`src/rtl/conv_stop_pkg.sv`:
```
package conv_stop_pkg;
  localparam int unsigned CODE_LANES = 2;

  typedef struct packed {
    logic converged;
    logic limit;
  } verdict_t;
endpackage

```
`src/rtl/conv_stop_reenc.sv`:
```
module conv_stop_reenc
  import conv_stop_pkg::*;
(
  input  logic                  clk_i,
  input  logic                  rst_ni,
  input  logic                  clear_i,
  input  logic                  valid_i,
  input  logic                  last_i,
  input  logic                  info_i,
  input  logic [CODE_LANES-1:0] ext_i,
  output logic                  mm_nxt_o
);
  logic                  first_q, prev_q, head_d_q, mm_q;
  logic [CODE_LANES-1:0] head_e_q;
  logic                  eff_first, mid_mm, wrap_mm, beat_mm, wrap_d;
  logic [CODE_LANES-1:0] wrap_e;

  assign eff_first = first_q | clear_i;

  always_comb begin
    mid_mm   = !eff_first && (ext_i != {CODE_LANES{info_i ^ prev_q}});
    wrap_d   = eff_first ? info_i : head_d_q;
    wrap_e   = eff_first ? ext_i  : head_e_q;
    wrap_mm  = last_i && (wrap_e != {CODE_LANES{wrap_d ^ info_i}});
    beat_mm  = valid_i && (mid_mm || wrap_mm);
    mm_nxt_o = (clear_i ? 1'b0 : mm_q) | beat_mm;
  end

  always_ff @(posedge clk_i or negedge rst_ni) begin
    if (!rst_ni) begin
      first_q  <= 1'b1;
      prev_q   <= 1'b0;
      head_d_q <= 1'b0;
      head_e_q <= '0;
      mm_q     <= 1'b0;
    end else begin
      mm_q <= mm_nxt_o;
      if (clear_i) first_q <= 1'b1;
      if (valid_i) begin
        first_q <= last_i;
        prev_q  <= info_i;
        if (eff_first) begin
          head_d_q <= info_i;
          head_e_q <= ext_i;
        end
      end
    end
  end

  AST_CLEAR_WIPES: assert property (@(posedge clk_i) disable iff (!rst_ni)
    clear_i && !valid_i |=> !mm_q);
  AST_MM_STICKY: assert property (@(posedge clk_i) disable iff (!rst_ni)
    mm_q && !clear_i |=> mm_q);
endmodule

```
`config.mk`:
```
export PLATFORM = sky130hd
export DESIGN_NAME = conv_stop_reenc
export DESIGN_NICKNAME = d
export VERILOG_FILES = /design/src/rtl/conv_stop_pkg.sv /design/src/rtl/conv_stop_reenc.sv
export SDC_FILE = /design/constraint.sdc
export NUM_CORES = 1
export LEC_CHECK = 0
export CAP_MARGIN = 25
export CORE_AREA = 2 2 39 41
export DETAILED_ROUTE_END_ITERATION = 12
export DIE_AREA = 0 0 41 43
export GPL_ROUTABILITY_DRIVEN = 0
export PLACE_DENSITY = 0.46
export SLEW_MARGIN = 20
export SYNTH_ARGS = -nofsm -noshare
export SYNTH_HDL_FRONTEND = slang
export SYNTH_SLANG_ARGS = --single-unit
```
`constraint.sdc`:
```
create_clock -name clk_i -period 2.13 [get_ports clk_i]
set_clock_uncertainty 0.2 [all_clocks]
set_input_delay 0.426 -clock clk_i [delete_from_list [all_inputs] [get_ports clk_i]]
set_output_delay 0.426 -clock clk_i [all_outputs]
set_load 0.01 [all_outputs]
```
Word level (Yosys, flattened, before mapping)
Cells that the tools add are included.
- equality and inequality tests: 2
- muxes and demuxes: 5
- bitwise operators: 4
- reduce and logical (&&, ||, !) cells: 6
- operators with widths (kind ; number):
    $mux 1 ; 4
    $ne 2x2->1 ; 2
    $logic_and 1x1->1 ; 3
    $mux 2 ; 1
    $or 1x1->1 ; 2
    $reduce_bool 2->1 ; 1
    $xor 1x1->1 ; 2
    $logic_not 1->1 ; 1
    $logic_or 1x1->1 ; 1
- register bits: 6
- logic and storage cells: 22

Logic depth before layout (Yosys ltp)
- depth in word-level cells: 8
- depth in mapped cells: 3
- gate-level depth less buffers: 3

Worst setup path after synthesis
No wires, ideal clock.
- path kind: input port to output port
- start point: input info_i
- end point: output mm_nxt_o
- arrival: 1.094 ns
- required time: 1.504 ns
- setup slack: 0.410 ns
- stages: 3
- buffers on the path: 0
- cells stage by stage: xor2_1 and4b_1 o32ai_2
- cells in the longest elaborated chain, start to end: 7
- ends and longest elaborated chain (what ; line ; source):
    start: declaration ; conv_stop_reenc.sv:9 ; input logic info_i,
    $mux 1 ; - ;
    $xor 1x1->1 ; conv_stop_reenc.sv:24 ; wrap_mm = last_i && (wrap_e != {CODE_LANES{wrap_d ^ info_i}});
    $ne 2x2->1 ; conv_stop_reenc.sv:24 ;
    $logic_and 1x1->1 ; conv_stop_reenc.sv:24 ;
    $logic_or 1x1->1 (*) ; conv_stop_reenc.sv:25 ; beat_mm = valid_i && (mid_mm || wrap_mm);
    $logic_and 1x1->1 (*) ; conv_stop_reenc.sv:25 ;
    $or 1x1->1 (*) ; conv_stop_reenc.sv:26 ; mm_nxt_o = (clear_i ? 1'b0 : mm_q) | beat_mm;
    end: declaration ; conv_stop_reenc.sv:11 ; output logic mm_nxt_o
Mark *: on every way between the ends. The rest lies on a longest branch, timed or not.

Worst setup path in the final report
- start point: register first_q
- end point: output mm_nxt_o
- cells in the longest elaborated chain, start to end: 8
- ends and longest elaborated chain (what ; line ; source):
    start: declaration ; conv_stop_reenc.sv:13 ; logic first_q, prev_q, head_d_q, mm_q;
    start signal: assignment ; conv_stop_reenc.sv:40 ; first_q <= last_i;
    $or 1x1->1 (*) ; conv_stop_reenc.sv:18 ; assign eff_first = first_q | clear_i;
    $mux 1 ; - ;
    $xor 1x1->1 ; conv_stop_reenc.sv:24 ;
    $ne 2x2->1 ; conv_stop_reenc.sv:24 ;
    $logic_and 1x1->1 ; conv_stop_reenc.sv:24 ;
    $logic_or 1x1->1 (*) ; conv_stop_reenc.sv:25 ;
    $logic_and 1x1->1 (*) ; conv_stop_reenc.sv:25 ;
    $or 1x1->1 (*) ; conv_stop_reenc.sv:26 ;
Marks and branches as above.

==> metrics <==
clock tree buffer depth 2; Least-Margin Pin Slew 0.3036 ns; Max VDD drop 0.0002117 V; Final Power 332.6 uW; startpoint types flip-flop; clock latency on the worst-skew pair 0.25 ns; unrepaired setup endpoints after global routing true; origin of the critical flop-to-flop path first_q; arrival time at the worst endpoint 1.45 ns; clock period minus worst slack 2.073 ns; setup violators final 0; Sink Count 6; Seq/Total Area, Yosys 46.90%; Initial Utilization 23.33%; synthesized area per cell 12.42 um^2; hold crit path type primary input to asynchronous set/reset pin; R2R cell count 5; Antenna Cells 0; Required @ worst endpoint 1.50 ns; root buffer cell clkbuf_4; global-route wire length before repair 1186 um; Netlist cell types 18; leak pwr 0.0002250 uW; H-tree depth 1; largest cells by area after synthesis dfrtp_1 39%, mux2_1 14%, dfstp_2 8.1%; die area 1763 um^2; Yosys warning count 0; Initial DRT Pass Iterations 1; Layout Utilization 36.71%; multi-input logic area 196.4 um^2; Syn Nets 34; Fillers 144; P&R area growth vs syn 57.36%; Core ar. 1384 um^2; Die Height 43 um; fmax 482.4 MHz; vias in the first global route 286; DR WL/cell 12.63 um; area leader, netlist dfrtp_1; Slew Limit Fails 0; Pwr Density 654.7 nW/um^2; initial antenna violation count 0; relative slew slack 79.57%; area share of the largest cell type after synthesis 38.76%; die width 41 um; Setup crit start first_q; highest net fanout along the worst path 5; post-route setup TNS 0 ns; Syn Inst Count 26; largest net degree at the start of global routing 7; post-route clock period utilization 97.33%; max-cap viol count 0; final wirelength 758 um; Register Area 151.4 um^2; synthesized area 322.8 um^2; Critical Path Sink Type output port; DR vias 284; FP Rows 14; via/cell ratio 4.733; CTS tree done; Total Nets Final 53; dpl hpwl 548.6 um; CTS clk-pin slew, worst paths 0.05 ns; DRC 0; layout cells sized above 1 40.91%; design area 508.0 um^2; antenna-violating nets left 0; placed cell area 460.4 um^2; #FFs+latches synth 6; Final Hold Fails 0; status finished, final reports clean; I/O Pins 9; Tot GR Track Use 10.61%; kind of critical path flip-flop to output port; grt total ovfl 0; total CTS buffers 3; IO buf count 8; Starting DRT DRC Count 0
==> power breakdown <==
part           total [uW]  switching, uW  internal, uW
Combinational        75.8           29.8          46.0
Clock                 117           45.8          71.3
Sequential            140           10.8           129
Total                 333           86.5           246
==> placed cells by master (no fill, tap or decap), types with 2 or more instances in the layout <==
cell type | netlist | routed
buf_4 | 0 | 6
clkbuf_4 | 0 | 3
clkdlybuf4s50_1 | 0 | 2
dfrtp_1 | 5 | 5
dlygate4sd2_1 | 0 | 4
mux2_1 | 4 | 4
nor4_1 | 2 | 2
==> through the flow <==
stage / std cells / hold slack [ns] / setup WS [ns]
6_report: 60 / 0.2179 / 0.05684
5_1_grt: 60 / 0.2399 / -0.01080
4_1_cts: 60 / 0.2237 / 0.03183
3_5_place_dp: 55 / 0.3014 / -0.6570
3_3_place_gp: 55 / 0.2950 / -0.6342
2_1_floorplan: 26 / -0.06959 / 0.4099
==> Yosys cell counts <==
master	number
dfrtp_1	5
mux2_1	4
nor4_1	2
a21oi_1	1
and4b_1	1
dfstp_2	1
inv_1	1
mux2_4	1
nor2_1	1
nor2b_1	1
nor3_1	1
nor4bb_1	1
o21ai_1	1
o21bai_1	1
o311ai_1	1
o32ai_2	1
xnor2_1	1
xor2_1	1
==> critical path: stages (launching register included) <==
cell and delay, ns:
dfstp_2 0.57, nor4bb_2 0.06, mux2_4 0.27, o32ai_2 0.12
buf_2 0.19
==> layout make-up <==
cell class                      count  share of cell area, %
Clock buffer                        4                  5.172
Inverter                            1                 0.7389
Multi-Input combinational cell     19                  38.67
Sequential cell                     6                  29.80
Tap cell                           16                  3.941
Timing Repair Buffer               14                  21.67
==> kinds of logic after synthesis <==
family,count (synthesis),synth area share (%)
AOI/OAI and AO/OA,5,13.18
xor gates and xnor gates,2,5.427
buffers and inverters,1,1.162
DFF,6,46.90
muxes,5,18.60
and+or+nand+nor,7,14.73
==> repair_timing <==
action | 4_1_cts | 5_1_grt
pin swaps | 3 | 1
buffers inserted | 1 | 0
endpoints found under the setup margin | 1 | 1
gates resized for setup | 11 | 4
hold buffers | 0 | 0
==> final timing paths <==
| kind | to | slack (ns) |
|---|---|---|
| worst max-delay path | mm_nxt_o | 0.06 |
| worst min-delay path | mm_q | 0.22 |
| worst max register to register | mm_q | 0.53 |
| worst min register to register | head_e_q[1] | 0.31 |
| max in group asynchronous | first_q | 1.23 |
| min in group clk_i | head_d_q | 0.29 |
==> state kept, by name, summed over array words and instances (netlist names) <==
name      cells
first_q       1
prev_q        1
head_d_q      1
head_e_q      2
mm_q          1
==> metal layers <==
| metal | vias up | GRT usage [%] | part of all wire (%) |
|---|---|---|---|
| li1 | 140 | - | - |
| met1 | 133 | 10.16 | 42 |
| met2 | 7 | 16.56 | 50 |
| met3 | 4 | 3.141 | 4.5 |
| met4 | 0 | 10.00 | 3.4 |
| met5 | - | 0 | 0 |
Note: power is estimated with default switching activity, not from simulation.
